[config.mk]
export PLATFORM = sky130hd
export DESIGN_NAME = sharer_slot_alloc
export DESIGN_NICKNAME = d
export VERILOG_FILES = /design/src/rtl/sa_pkg.sv /design/src/rtl/sa_lookup.sv /design/src/rtl/sa_victim.sv /design/src/rtl/sa_ackcount.sv /design/src/rtl/sharer_slot_alloc.sv
export SDC_FILE = /design/constraint.sdc
export NUM_CORES = 1
export LEC_CHECK = 0
export CAP_MARGIN = 20
export CORE_UTILIZATION = 47
export DETAILED_ROUTE_END_ITERATION = 6
export GPL_ROUTABILITY_DRIVEN = 0
export SLEW_MARGIN = 20
export SYNTH_ARGS = -nofsm -noshare
export SYNTH_HDL_FRONTEND = slang
export SYNTH_SLANG_ARGS = --single-unit
[constraint.sdc]
create_clock -name clk -period 17.4 [get_ports clk]
set_clock_uncertainty 0.15 [all_clocks]
set_input_delay 3.48 -clock clk [delete_from_list [all_inputs] [get_ports clk]]
set_output_delay 3.48 -clock clk [all_outputs]
set_load 0.05 [all_outputs]
[src/rtl/sa_pkg.sv]
`timescale 1ns/1ps
package sa_pkg;

  // A remote sharer whose count (after this access) has reached the threshold
  // is handed a private copy.
  function automatic logic locality_promotes(int unsigned count_after, int unsigned pct);
    return count_after >= pct;
  endfunction

  // A departing private copy keeps its private standing only with enough use.
  function automatic logic keeps_private(int unsigned reported, int unsigned pct);
    return reported >= pct;
  endfunction

endpackage

[src/rtl/sa_lookup.sv]
`timescale 1ns/1ps
module sa_lookup #(
  parameter int N  = 6,
  parameter int CW = 10,
  parameter int SW = 3
) (
  input  logic [N-1:0]         vld,
  input  logic [N-1:0][CW-1:0] core,
  input  logic [CW-1:0]        key,
  output logic                 hit,
  output logic [SW-1:0]        idx
);
  always_comb begin
    hit = 1'b0;
    idx = '0;
    for (int i = N-1; i >= 0; i--) begin
      if (vld[i] && core[i] == key) begin
        hit = 1'b1;
        idx = SW'(i);
      end
    end
  end
endmodule

[src/rtl/sa_victim.sv]
`timescale 1ns/1ps
module sa_victim #(
  parameter int N  = 6,
  parameter int LW = 3,
  parameter int SW = 3
) (
  input  logic [N-1:0]         vld,
  input  logic [N-1:0]         priv,
  input  logic [N-1:0][LW-1:0] cnt,
  input  logic                 wr_mode,
  output logic                 found,
  output logic [SW-1:0]        idx,
  output logic [N-1:0]         act_priv
);
  logic [N-1:0] cls_free;    // empty or inactive remote
  logic [N-1:0] cls_idlep;   // inactive private
  logic [N-1:0] cls_actr;    // active remote

  // On a write every slot is about to be invalidated, so activity is ignored.
  for (genvar g = 0; g < N; g++) begin : g_cls
    assign act_priv[g]  = vld[g] && priv[g] && (cnt[g] != '0);
    assign cls_free[g]  = wr_mode ? (!vld[g] || !priv[g])
                                  : (!vld[g] || (!priv[g] && cnt[g] == '0));
    assign cls_idlep[g] = vld[g] && priv[g] && (wr_mode || cnt[g] == '0);
    assign cls_actr[g]  = !wr_mode && vld[g] && !priv[g] && (cnt[g] != '0);
  end

  logic          f_a, f_b, f_c;
  logic [SW-1:0] i_a, i_b, i_c;
  logic [LW-1:0] best;

  always_comb begin
    f_a = 1'b0; i_a = '0;
    f_b = 1'b0; i_b = '0;
    f_c = 1'b0; i_c = '0;
    best = '1;
    for (int i = N-1; i >= 0; i--) begin
      if (cls_free[i])  begin f_a = 1'b1; i_a = SW'(i); end
      if (cls_idlep[i]) begin f_b = 1'b1; i_b = SW'(i); end
    end
    for (int i = 0; i < N; i++) begin
      if (cls_actr[i] && (!f_c || cnt[i] < best)) begin
        f_c  = 1'b1;
        i_c  = SW'(i);
        best = cnt[i];
      end
    end
  end

  assign found = f_a | f_b | f_c;
  assign idx   = f_a ? i_a : (f_b ? i_b : i_c);
endmodule

[src/rtl/sa_ackcount.sv]
`timescale 1ns/1ps
module sa_ackcount #(
  parameter int N  = 6,
  parameter int LW = 3,
  parameter int SW = 3,
  parameter int AW = 11
) (
  input  logic [N-1:0]         vld,
  input  logic [N-1:0]         priv,
  input  logic [N-1:0][LW-1:0] cnt,
  input  logic                 excl,
  input  logic [SW-1:0]        excl_idx,
  input  logic [AW-1:0]        extra,
  output logic [AW-1:0]        acks
);
  always_comb begin
    acks = extra;
    for (int i = 0; i < N; i++) begin
      if (vld[i] && priv[i] && cnt[i] != '0 && !(excl && excl_idx == SW'(i)))
        acks = acks + AW'(1);
    end
  end
endmodule

[src/rtl/sharer_slot_alloc.sv]
`timescale 1ns/1ps
module sharer_slot_alloc #(
  parameter int NUM_SLOTS = 6,
  parameter int CORE_W    = 10,
  parameter int PCT       = 4,
  parameter int RLOC_W    = 6,
  localparam int SLOT_W   = (NUM_SLOTS > 1) ? $clog2(NUM_SLOTS) : 1,
  localparam int ACK_W    = CORE_W + 1
) (
  input  logic              clk,
  input  logic              rst_n,
  input  logic              req_valid,
  input  logic              req_write,
  input  logic [CORE_W-1:0] req_core,
  input  logic              rel_valid,
  input  logic [CORE_W-1:0] rel_core,
  input  logic [RLOC_W-1:0] rel_locality,
  output logic              rsp_valid,
  output logic              rsp_slot_vld,
  output logic [SLOT_W-1:0] rsp_slot,
  output logic              rsp_private,
  output logic              rsp_bcast,
  output logic [ACK_W-1:0]  rsp_acks
);
  import sa_pkg::*;

  localparam int N     = NUM_SLOTS;
  localparam int LOC_W = $clog2(PCT + 1);

  // slot state
  logic [N-1:0]             vld_q, vld_d;
  logic [N-1:0][CORE_W-1:0] core_q, core_d;
  logic [N-1:0]             priv_q, priv_d;
  logic [N-1:0][LOC_W-1:0]  cnt_q, cnt_d;
  logic [ACK_W-1:0]         extra_q, extra_d;   // untracked private sharers

  logic is_rd, is_wr, is_rel;
  assign is_rd  = req_valid & ~req_write;
  assign is_wr  = req_valid &  req_write;
  assign is_rel = rel_valid & ~req_valid;

  logic [CORE_W-1:0] key;
  assign key = req_valid ? req_core : rel_core;

  logic              ev_hit;
  logic [SLOT_W-1:0] hit_idx;
  sa_lookup #(.N(N), .CW(CORE_W), .SW(SLOT_W)) u_lookup (
    .vld(vld_q), .core(core_q), .key(key), .hit(ev_hit), .idx(hit_idx)
  );

  logic              ev_vfound;
  logic [SLOT_W-1:0] vic_idx;
  logic [N-1:0]      act_priv;
  sa_victim #(.N(N), .LW(LOC_W), .SW(SLOT_W)) u_victim (
    .vld(vld_q), .priv(priv_q), .cnt(cnt_q), .wr_mode(req_write),
    .found(ev_vfound), .idx(vic_idx), .act_priv(act_priv)
  );

  logic [ACK_W-1:0] ack_calc;
  sa_ackcount #(.N(N), .LW(LOC_W), .SW(SLOT_W), .AW(ACK_W)) u_ack (
    .vld(vld_q), .priv(priv_q), .cnt(cnt_q), .excl(ev_hit), .excl_idx(hit_idx),
    .extra(extra_q), .acks(ack_calc)
  );

  // named internal events
  logic ev_overflow, ev_bcast_inv;
  logic use_slot, install;
  logic [SLOT_W-1:0] tgt;
  logic              base_priv;
  logic [LOC_W-1:0]  base_cnt;
  logic [LOC_W:0]    bumped;

  logic              n_slot_vld, n_priv, n_bcast;
  logic [SLOT_W-1:0] n_slot;
  logic [ACK_W-1:0]  n_acks;

  always_comb begin
    vld_d = vld_q; core_d = core_q; priv_d = priv_q; cnt_d = cnt_q; extra_d = extra_q;
    n_slot_vld = 1'b0; n_slot = '0; n_priv = 1'b0; n_bcast = 1'b0; n_acks = '0;
    ev_overflow = 1'b0; ev_bcast_inv = 1'b0;
    use_slot = 1'b0; install = 1'b0; tgt = '0;
    base_priv = 1'b0; base_cnt = '0; bumped = '0;

    if (is_wr) begin
      for (int i = 0; i < N; i++) begin
        if (!(ev_hit && hit_idx == SLOT_W'(i))) cnt_d[i] = '0;
      end
      extra_d      = '0;
      n_acks       = ack_calc;
      n_bcast      = (extra_q != '0);
      ev_bcast_inv = n_bcast;
    end

    if (req_valid) begin
      if (ev_hit) begin
        use_slot = 1'b1; tgt = hit_idx;
      end else if (ev_vfound) begin
        use_slot = 1'b1; install = 1'b1; tgt = vic_idx;
      end else begin
        ev_overflow = 1'b1;
        extra_d     = extra_q + ACK_W'(1);
        n_priv      = 1'b1;
      end
    end

    if (use_slot) begin
      base_priv = install ? 1'b0 : priv_q[tgt];
      base_cnt  = install ? '0   : cnt_q[tgt];
      bumped    = {1'b0, base_cnt} + (LOC_W+1)'(1);
      if (base_priv || locality_promotes(int'(bumped), PCT)) begin
        priv_d[tgt] = 1'b1;
        cnt_d[tgt]  = LOC_W'(1);
        n_priv      = 1'b1;
      end else begin
        priv_d[tgt] = 1'b0;
        cnt_d[tgt]  = bumped[LOC_W-1:0];
      end
      if (install) begin
        vld_d[tgt]  = 1'b1;
        core_d[tgt] = req_core;
      end
      n_slot_vld = 1'b1;
      n_slot     = tgt;
    end

    if (is_rd) n_bcast = (extra_d != '0);

    if (is_rel) begin
      if (ev_hit && priv_q[hit_idx] && cnt_q[hit_idx] != '0) begin
        cnt_d[hit_idx]  = '0;
        priv_d[hit_idx] = keeps_private(int'(rel_locality), PCT);
      end else if (!ev_hit && extra_q != '0) begin
        extra_d = extra_q - ACK_W'(1);
      end
    end
  end

  always_ff @(posedge clk or negedge rst_n) begin
    if (!rst_n) begin
      vld_q <= '0; core_q <= '0; priv_q <= '0; cnt_q <= '0; extra_q <= '0;
      rsp_valid <= 1'b0; rsp_slot_vld <= 1'b0; rsp_slot <= '0;
      rsp_private <= 1'b0; rsp_bcast <= 1'b0; rsp_acks <= '0;
    end else begin
      vld_q <= vld_d; core_q <= core_d; priv_q <= priv_d; cnt_q <= cnt_d; extra_q <= extra_d;
      rsp_valid    <= req_valid;
      rsp_slot_vld <= n_slot_vld;
      rsp_slot     <= n_slot;
      rsp_private  <= n_priv;
      rsp_bcast    <= n_bcast;
      rsp_acks     <= n_acks;
    end
  end
endmodule

==> summary.md, run 1 <==
| Metric | Value |
|---|---|
| Setup crit start kind | input port |
| WL/cell | slightly above 20 microns |
| First-pass GRT wire length | ~45000 microns |
| R2R depth | 42 |
| Pin count of the biggest net entering global routing | 75 |
| Share of layout cells above drive strength 1 | 0.145 |
| # Max-Cap Violations | 0 |
| Post-synthesis mux area share | 0.110 |
| Minimum clock period | between 10 and 15 ns |
| Setup-failing EPs final | 0 |
| Hold-fix buffers, CTS | 0 |
| CTS Buf Count | 17 |
| Unrepaired setup endpoints after global routing | no |
| Internal | approximately 0.00098 W |
| Die width | ~140 microns |
| CTS Buffer Depth | 2 |
| Crit path top cell by count | ha_1 |
| Post-route cell area | between 10000 and 15000 sq um |
| Total track usage | 0.287 |
| Static leakage | roughly 4.2 nW |
| Fin nets | about 1200 |
| Complex-gate fraction of the synthesized area | 0.196 |
| Detailed Place HPWL | 21200 microns |
| RR Startpoint | cnt_q[2] |
| Worst-skew pair later-pin latency | approximately 0.43 ns |
| Avg Cell Area, Syn | between 8 and 9 sq um |
| Critical path class | in2reg |
| Rows | 51 |
| Hold EP | core_q[14] |
| Core area | about 20000 sq um |
| Main synth FF type | dfrtp_1 |
| Run status | complete, no violations |
| Initial drt markers | 644 |
| Worst EP required | ~18 ns |
| Post-synthesis sequential area ratio | 0.311 |
| Final ANT Viol Nets | 0 |
| Area leader, netlist | dfrtp_1 |
| Worst VDD drop | approximately 0.096 mV |
| # DRC | 0 |
| Max-slew violation count | 0 |
| Clock network power share | 0.199 |
| Slowest stage cell, crit path | o41ai_1 |
| Port Buffer Count | 46 |
| Synthesized cell area | about 9600 sq um |
| Clock root cell | clkbuf_16 |
| Sequential power share | 0.276 |
| Hold Path Depth | 1 |
| Post-DP Area | slightly above 10000 sq um |
| Via count | approximately 9000 |
| Synth Warn # | 0 |
| Switching share of power | 0.457 |
| Post-CTS setup repair buffer count | 0 |
| Fmax | approximately 0.069 GHz |
| CP max FO | 29 |
| CTS H-tree lvls | 4 |
| Worst Setup End Kind | flop |
| Drt pass-1 iters | 5 |
| Clock transition at the registers of the reported paths | roughly 0.070 ns |
| Fin. Hold Viols | 0 |
| Die footprint | approximately 21000 sq um |
| Power Density | 165 nW/um^2 |
| Crit-path max cell delay | between 0.7 and 0.8 ns |
| Placement Setup Slack | roughly 2.7 ns |
| Fin Hold WS | 0.377 ns |
| Net Count, Synth | 1137 |
| Tot Pwr | ~0.0018 W |
| HP Class | reg2reg |
| Gate power share | 0.525 |
| Fin Setup TNS | 0 ns |
| Routed WL | around 29000 microns |
| Synth cell types | 86 |
| Antenna Cells | 0 |
| Internal reg-to-reg setup slack | around 6 ns |
| Slew at the pin with the worst max-slew slack | approximately 1.0 ns |
| Vias in the first global route | about 8000 |
| FF+latch count, synth | about 120 |
| Post-synth EDFFs | 0 |
| Post-cts resize count | 0 |
| Post-synthesis simple-gate area fraction | 0.246 |
| Top-Level Pins | 49 |
| Initial antenna violation count | 0 |
| Remaining Overflow, GRT | 0 |
| Clock Sinks | about 120 |
| Final WS setup | between 2 and 3 ns |
| Post-synthesis xor/xnor area fraction | 0.0891 |
| Largest family of logic cells by synthesized area | simple AND/OR/NAND/NOR gates |
| CTS tree | built |
| Die Height | about 140 microns |
| Net Sw Power | between 0.0008 and 0.0009 W |
| Slew Limit Headroom | 0.308 |
| Via/cell ratio | around 6.3 |
| Post-synth ARST share | 1.00 |
| Post-synth top area share | 0.311 |
| Synthesized-area fraction occupied by adder cells | 0.0196 |
| Mapped Cells | between 1000 and 1500 |
| Initial core utilization | 0.486 |
| Area growth from synthesis to layout | 13.5% |
| Arrival time worst endpoint | 14.56 ns |
| Synth top area cells | dfrtp_1, mux2_2, xnor2_1 |
| Final period util | 0.830 |
| R2r endpoint | cnt_q[15] |
| Hold Crit Start | core_q[14] |
[cell usage after synthesis, types with 7 or more instances]
library cell	count
dfrtp_1	119
nand2_1	88
nor2_1	82
xnor2_1	81
mux2_2	69
nand3_1	60
nor3_1	59
o21ai_0	59
a21oi_1	50
clkbuf_1	33
inv_1	30
a211oi_1	23
nor4_1	21
and3_1	17
nor4b_1	17
ha_1	15
xor2_1	14
a31oi_1	13
or2_2	13
and2_1	12
nand2b_1	12
or3_1	12
mux2i_4	10
nand4_1	8
o21bai_1	8
a21o_1	7
a31o_2	7
o211ai_1	7
o31ai_1	7
[cell families (layout without fill, tap and decap cells)]
logic type	count (synthesis)	after routing
buffers and inverters	69	119
adder cells (fa/ha/maj)	15	15
XOR/XNOR	96	96
AND/OR/NAND/NOR	441	441
flip-flops	119	119
AO/OA/AOI/OAI	267	267
multiplexers	84	84
[critical path: cells and delay by family]
kind / cells / cell delay [ns]
AOI/OAI and AO/OA: 19 / 5.51
adders and majority gates: 6 / 1.33
muxes: 2 / 0.61
buffers and inverters: 4 / 0.97
and+or+nand+nor: 13 / 2.64
[sequential cells by signal (all words and copies together), names as in the netlist]
signal        count
rsp_valid         1
extra_q          11
priv_q            6
rsp_slot_vld      1
core_q           60
rsp_slot          3
rsp_private       1
vld_q             6
cnt_q            18
rsp_acks         11
rsp_bcast         1
[metrics by stage]
| stage | instances | utilization |
|---|---|---|
| global route | 1406 | 0.552 |
| finish | 1406 | 0.552 |
| detailed placement | 1374 | 0.522 |
| floorplan | 1091 | - |
| CTS | 1406 | 0.552 |
| global placement | 1374 | 0.522 |
[per-layer routing]
metal,GRT usage,vias up,share of wire
met5,0,-,0
met4,0.107,0,0.029
met3,0.0438,47,0.055
met2,0.461,308,0.46
met1,0.389,4262,0.46
li1,-,4202,-
[worst max-delay path by stage]
stage / start / to / slack, ns / cells after the start
final: req_write / cnt_q[15] / 2.96 / 44
after global routing: req_write / cnt_q[0] / 1.93 / 43
after CTS: req_write / cnt_q[3] / 3.11 / 44
after detailed placement: req_write / cnt_q[15] / 2.66 / 44
after global placement: req_write / cnt_q[9] / 2.73 / 44
after floorplan: req_write / priv_q[1] / 4.79 / 44
[area by class of cell]
type / instances / area (sq um)
Clock inverter: 14 / 151
Tap cell: 265 / 332
Timing Repair Buffer: 57 / 536
Multi-Input combinational cell: 903 / 6340
Clock buffer: 18 / 439
Fill cell: 1860 / 8830
Inverter: 30 / 113
Sequential cell: 119 / 2980
[power groups by stage]
stage               registers (W)  logic [W]  clock network, W
CTS                      0.000493   0.000936          0.000363
global route             0.000513    0.00103          0.000373
finish                   0.000497   0.000944          0.000358
global placement         0.000495   0.000918                 0
detailed placement       0.000498   0.000930                 0
floorplan                0.000472   0.000714                 0
[cells in the final DEF (no fill, tap or decap), types with 13 or more instances in the layout]
master / n
dfrtp_1: 119
inv_1: 30
nand3_1: 60
and3_1: 17
a21oi_1: 50
nor2_1: 82
a31oi_1: 13
o21ai_0: 59
nor4b_1: 17
or2_2: 13
xnor2_1: 81
clkdlybuf4s50_1: 44
mux2_2: 69
xor2_1: 14
nand2_1: 88
ha_1: 15
clkbuf_16: 17
nor3_1: 59
nor4_1: 21
a211oi_1: 23
Note: power is estimated with default switching activity, not from simulation.
==> inputs of run 2 (changes only) <==
--- a/config.mk
+++ b/config.mk
@@ -9,6 +9,7 @@
 export CORE_UTILIZATION = 47
 export DETAILED_ROUTE_END_ITERATION = 6
 export GPL_ROUTABILITY_DRIVEN = 0
+export PLACE_DENSITY = 0.67
 export SLEW_MARGIN = 20
 export SYNTH_ARGS = -nofsm -noshare
 export SYNTH_HDL_FRONTEND = slang
==> constraint.sdc (replaced) <==
create_clock -name clk -period 11.9 [get_ports clk]
set_clock_uncertainty 0.15 [all_clocks]
set_input_delay 2.38 -clock clk [delete_from_list [all_inputs] [get_ports clk]]
set_output_delay 2.38 -clock clk [all_outputs]
set_load 0.05 [all_outputs]
==> run 2 against run 1 <==
Against the previous run:
- register-to-register slack got worse by 3.7 ns
- global-route usage decreased by 0.64 points
- via count increased by 0.26%
- die area unchanged
- combinational power increased by 49%
- power increased by 48%
- cell area increased by 1.6%
- non-clock buffer count increased by 18
- core utilization increased by 0.91 points
- first-iteration DRC count increased by 26%
- sequential cell count unchanged
- cell count increased by 1.3%
- critical endpoint is now priv_q[1]
- largest cell class unchanged
- largest power group unchanged
==> summary.md, run 2 (same netlist as run 1, synthesis figures left out) <==
| Metric | Value |
|---|---|
| Fin nets | about 1200 |
| First-pass GRT wire length | 44900 microns |
| Fin Setup TNS | 0 ns |
| Slew Limit Headroom | 0.327 |
| RR Startpoint | cnt_q[2] |
| Detailed Place HPWL | ~20000 microns |
| Minimum clock period | 11.22 ns |
| Sequential power share | 0.275 |
| Fill cell total of the finished layout | 1800 |
| Worst VDD drop | 0.124 mV |
| Worst-skew pair later-pin latency | 0.43 ns |
| Post-cts resize count | 0 |
| Internal reg-to-reg setup slack | about 2.4 ns |
| Critical path class | in2reg |
| Arrival time worst endpoint | 11.36 ns |
| Die width | 145 microns |
| Rows | approximately 50 |
| CTS tree | built |
| Share of layout cells above drive strength 1 | 0.163 |
| Worst EP required | approximately 12 ns |
| # DRC | 0 |
| Worst Setup End Kind | flop |
| Routed WL | roughly 28000 microns |
| Largest register FFs | 60 |
| R2r endpoint | priv_q[1] |
| FF/Latch Area | 2980 sq um |
| Crit path launch | req_write |
| Vias in the first global route | a little over 8000 |
| Core area | between 15000 and 20000 sq um |
| Post-DP Area | 10400 sq um |
| R2R depth | 46 |
| Met1 Usage GRT | 0.392 |
| Static leakage | about 4.3 nW |
| Max-slew violation count | 0 |
| Via count | slightly below 9000 |
| Regs by FF count | core_q (60), cnt_q (18) |
| Net Sw Power | ~0.0012 W |
| CP top delay family | compound AO/OA/AOI/OAI gates |
| Drt pass-1 iters | 6 |
| Run status | complete, no violations |
| Slew at the pin with the worst max-slew slack | approximately 1 ns |
| Grt met2 use | 0.448 |
| Crit-path max cell delay | roughly 0.58 ns |
| # Max-Cap Violations | 0 |
| Hold EP | core_q[53] |
| CP max FO | 13 |
| Post-route cell area | about 11000 sq um |
| Power Density | 241 nW/um^2 |
| Global Route met3 Usage | 0.0303 |
| Reg with most FFs | core_q |
| CTS Buf Count | 17 |
| Area growth from synthesis to layout | 15.4% |
| Clock Sinks | approximately 120 |
| Die Height | 145 microns |
| CTS Buffer Depth | 2 |
| Unrepaired setup endpoints after global routing | no |
| Hold Path Depth | 1 |
| Hold Crit Start | core_q[53] |
| Final ANT Viol Nets | 0 |
| Placement Setup Slack | between 0.06 and 0.07 ns |
| Post-CTS setup repair buffer count | 0 |
| Most used routing layer | met2 |
| Setup-failing EPs final | 0 |
| Crit path buf inv count | 8 |
| Die footprint | 21000 sq um |
| Remaining Overflow, GRT | 0 |
| Clock network power share | 0.197 |
| Final period util | 0.943 |
| Most frequent cells in the layout | dfrtp_1, nand2_1, nor2_1, xnor2_1, mux2_2 |
| Clock transition at the registers of the reported paths | around 0.060 ns |
| Top-Level Pins | 49 |
| Switching share of power | 0.452 |
| Final WS setup | just under 0.7 ns |
| Port Buffer Count | 46 |
| Antenna Cells | 0 |
| Fmax | about 0.09 GHz |
| WL/cell | between 15 and 20 microns |
| Fin. Hold Viols | 0 |
| Footprint of the multi-input gates | 6360 sq um |
| HP Class | reg2reg |
| Initial antenna violation count | 0 |
| Pin count of the biggest net entering global routing | just under 80 |
| Initial core utilization | 0.486 |
| Slowest stage cell, crit path | or3b_2 |
| Hold-fix buffers, CTS | 0 |
| Initial drt markers | between 800 and 900 |
| Total track usage | 0.281 |
| CTS H-tree lvls | 4 |
| Clock root cell | clkbuf_16 |
| Crit path top cell by count | ha_1 |
| Gate power share | 0.528 |
| Via/cell ratio | 6.21 |
| Setup crit start kind | input port |
| Internal | roughly 0.0015 W |
| Most common cell after layout, fill and taps aside | dfrtp_1 |
[run 2: area by class of cell]
| type | count | area share |
|---|---|---|
| clock buffers | 18 | 0.0397 |
| clock inverters | 14 | 0.0137 |
| inverters | 30 | 0.0102 |
| multi-input cells | 903 | 0.575 |
| flip-flops and latches | 119 | 0.269 |
| well taps | 265 | 0.0300 |
| repair buffers | 75 | 0.0621 |
[run 2: worst max-delay path by stage]
stage                endpoint  cells past startpoint
floorplan           priv_q[1]                     44
global route        priv_q[1]                     48
detailed placement  priv_q[1]                     46
finish              priv_q[1]                     47
CTS                 priv_q[1]                     46
global placement    priv_q[1]                     46
[run 2: metrics by stage]
step	hold slack (ns)	std cells	power [W]	util
CTS	0.379	1424	0.00264	0.559
detailed placement	0.365	1392	0.00210	0.530
finish	0.376	1424	0.00266	0.561
floorplan	0.351	1091	0.00173	-
global placement	0.358	1392	0.00208	0.530
global route	0.384	1424	0.00284	0.561
[run 2: power groups by stage]
stage | Clock, W | Combinational [W] | Sequential [W]
2_1_floorplan | 0 | 0.00104 | 0.000690
3_3_place_gp | 0 | 0.00135 | 0.000722
3_5_place_dp | 0 | 0.00137 | 0.000728
4_1_cts | 0.000529 | 0.00139 | 0.000722
5_1_grt | 0.000547 | 0.00154 | 0.000751
6_report | 0.000525 | 0.00141 | 0.000731
[run 2: worst register-to-register path: cells and delay by family, from the launching register on]
| family | cells | cell delay (ns) |
|---|---|---|
| compound gates | 23 | 4.38 |
| fa+ha+maj | 6 | 1.28 |
| simple gates | 11 | 2.08 |
| buf+inv | 6 | 1.00 |
| flops | 1 | 0.50 |
[run 2: metal layers]
layer  up-vias  routed length, microns  part of all wire
li1       4221                       -                 -
met1      4220                   12900              0.46
met2       345                   12700              0.46
met3        56                    1520             0.055
met4         0                     699             0.025
met5         -                       0                 0
==> inputs of run 3 (changes only) <==
--- a/config.mk
+++ b/config.mk
@@ -6,10 +6,12 @@
 export NUM_CORES = 1
 export LEC_CHECK = 0
 export CAP_MARGIN = 20
-export CORE_UTILIZATION = 47
+export CELL_PAD_IN_SITES_DETAIL_PLACEMENT = 1
+export CELL_PAD_IN_SITES_GLOBAL_PLACEMENT = 2
+export CORE_UTILIZATION = 35
 export DETAILED_ROUTE_END_ITERATION = 6
 export GPL_ROUTABILITY_DRIVEN = 0
-export PLACE_DENSITY = 0.67
+export PLACE_DENSITY_LB_ADDON = 0.1
 export SLEW_MARGIN = 20
 export SYNTH_ARGS = -nofsm -noshare
 export SYNTH_HDL_FRONTEND = slang
==> run 3 against run 2 <==
Against the previous run:
- power increased by 2.1%
- die area grew 34%
- clock power grew 2%
- via count barely moved
- core utilization decreased by 14 points
- cell count grew 6.4%
- wire length is 19% higher
- clock-buffer cell count shrank 1
- critical endpoint is now cnt_q[6]
- hold slack got worse by 0.00088 ns
- sequential cell count stayed put
==> summary.md, run 3 (same netlist as run 1, synthesis figures left out) <==
| Metric | Value |
|---|---|
| Via/cell ratio | between 5 and 6 |
| Most common cell after layout, fill and taps aside | dfrtp_1 |
| Drt pass-1 iters | 5 |
| Die width | ~170 microns |
| CTS Buf Count | 17 |
| Most frequent cells in the layout | dfrtp_1, nand2_1, nor2_1, xnor2_1, mux2_2 |
| Worst Setup End Kind | flop |
| Core area | roughly 27000 sq um |
| Slew at the pin with the worst max-slew slack | between 1 and 1.5 ns |
| Fin cells | approximately 1500 |
| Detailed Place HPWL | approximately 25000 microns |
| Regs by FF count | core_q (60), cnt_q (18) |
| Worst VDD drop | 0.134 mV |
| Static leakage | 4.36 nW |
| Fin nets | approximately 1200 |
| Critical path class | in2reg |
| WL/cell | between 20 and 25 microns |
| Pin count of the biggest net entering global routing | 70 |
| Fin. Hold Viols | 0 |
| Worst EP required | ~12 ns |
| CTS tree | built |
| Final ANT Viol Nets | 0 |
| Cell count after placement | approximately 1500 |
| Run status | complete, no violations |
| # DRC | 0 |
| Clock Sinks | ~120 |
| Total track usage | 0.246 |
| HP Class | reg2reg |
| Final period util | 0.941 |
| Fmax | between 0.08 and 0.09 GHz |
| Antenna Cells | 0 |
| Hold-fix buffers, CTS | 0 |
| Slowest stage cell, crit path | or3b_2 |
| CTS H-tree lvls | 4 |
| CP max FO | 6 |
| Layout Utilization | 0.421 |
| Rows | 60 |
| Vias in the first global route | ~9000 |
| Initial drt markers | approximately 380 |
| Crit-path max cell delay | ~0.53 ns |
| Power Density | 240 nW/um^2 |
| FF/Latch Area | ~3000 sq um |
| Die Height | roughly 170 microns |
| Arrival time worst endpoint | between 10 and 15 ns |
| Largest register FFs | 60 |
| Footprint of the multi-input gates | about 6400 sq um |
| Initial antenna violation count | 0 |
| Setup crit start kind | input port |
| Clock root cell | clkbuf_16 |
| Minimum clock period | 11.20 ns |
| Port Buffer Count | 46 |
| # Max-Cap Violations | 0 |
| Via count | approximately 8800 |
| Slew Limit Headroom | 0.278 |
| Routed WL | 33300 microns |
| Area growth from synthesis to layout | 17.9% |
| Die footprint | 28100 sq um |
| Clock transition at the registers of the reported paths | roughly 0.06 ns |
| CTS Buffer Depth | 2 |
| Fill cell total of the finished layout | ~3200 |
| Crit path top cell by count | buf_4 |
| Worst-skew pair later-pin latency | about 0.43 ns |
| Initial core utilization | 0.357 |
| First-pass GRT wire length | approximately 53000 microns |
| Setup-failing EPs final | 0 |
| Max-slew violation count | 0 |
| Reg with most FFs | core_q |
| Remaining Overflow, GRT | 0 |
| Top-Level Pins | 49 |
| Share of layout cells above drive strength 1 | 0.177 |
run 3: cell types whose count changed in the layout (fill, tap and decap cells not counted), sizes merged:
cell / delta
clkinv: +6
buf: +15
clkinvlp: -2
clkbuf: -1
bufinv: -1
inv: -2
run 3: routing by layer:
layer  routed length (microns)  global-route usage  up-vias  part of all wire
li1                          -                   -     4262                 -
met1                     16600               0.347     4420              0.50
met2                     15400               0.397      122              0.46
met3                       689              0.0251       35             0.021
met4                       626              0.0722        0             0.019
met5                         0                   0        -                 0
run 3: timing repair:
action | CTS | global route
setup buffers | 0 | 3
endpoints found under the setup margin | 0 | 84
resized for setup | 0 | 16
run 3: cell type report:
type | count | share of cell area
clock buffers | 17 | 0.0376
clock inverters | 15 | 0.0161
inverters | 30 | 0.00996
multi-input cells | 903 | 0.566
flip-flops and latches | 119 | 0.263
well taps | 341 | 0.0378
repair buffers | 90 | 0.0693
run 3: per-stage QoR:
step | total power [W] | setup TNS, ns | hold WS [ns] | area, sq um | setup slack (ns)
detailed placement | 0.00216 | -2.59 | 0.365 | 10600 | -0.146
global route | 0.00292 | -0.292 | 0.386 | 11300 | -0.0627
floorplan | 0.00173 | 0 | 0.351 | 9590 | 0.390
CTS | 0.00271 | 0 | 0.380 | 11200 | 0.257
finish | 0.00272 | 0 | 0.376 | 11300 | 0.701
global placement | 0.00213 | -6.45 | 0.358 | 10600 | -0.214
run 3: worst max-delay path, delay by kind of cell:
kind	cells	cell delay [ns]
compound gates	23	4.29
fa+ha+maj	5	1.15
buf+inv	8	1.54
mux	1	0.25
simple gates	10	1.71
run 3: path summary, 6_finish.rpt:
path,from,to,slack [ns],cells after the start
worst min register to register,core_q[1],core_q[1],0.38,1
min in group asynchronous,rst_n,rsp_acks[6],1.85,1
worst max-delay path,req_write,cnt_q[6],0.70,47
max in group asynchronous,rst_n,cnt_q[7],8.29,2
worst max register to register,cnt_q[2],cnt_q[6],2.13,45
worst min-delay path,core_q[1],core_q[1],0.38,1
run 3: report_power, final:
group | internal (W) | switching [W]
Clock | 0.000285 | 0.000248
Combinational | 0.000613 | 0.000837
Sequential | 0.000552 | 0.000181
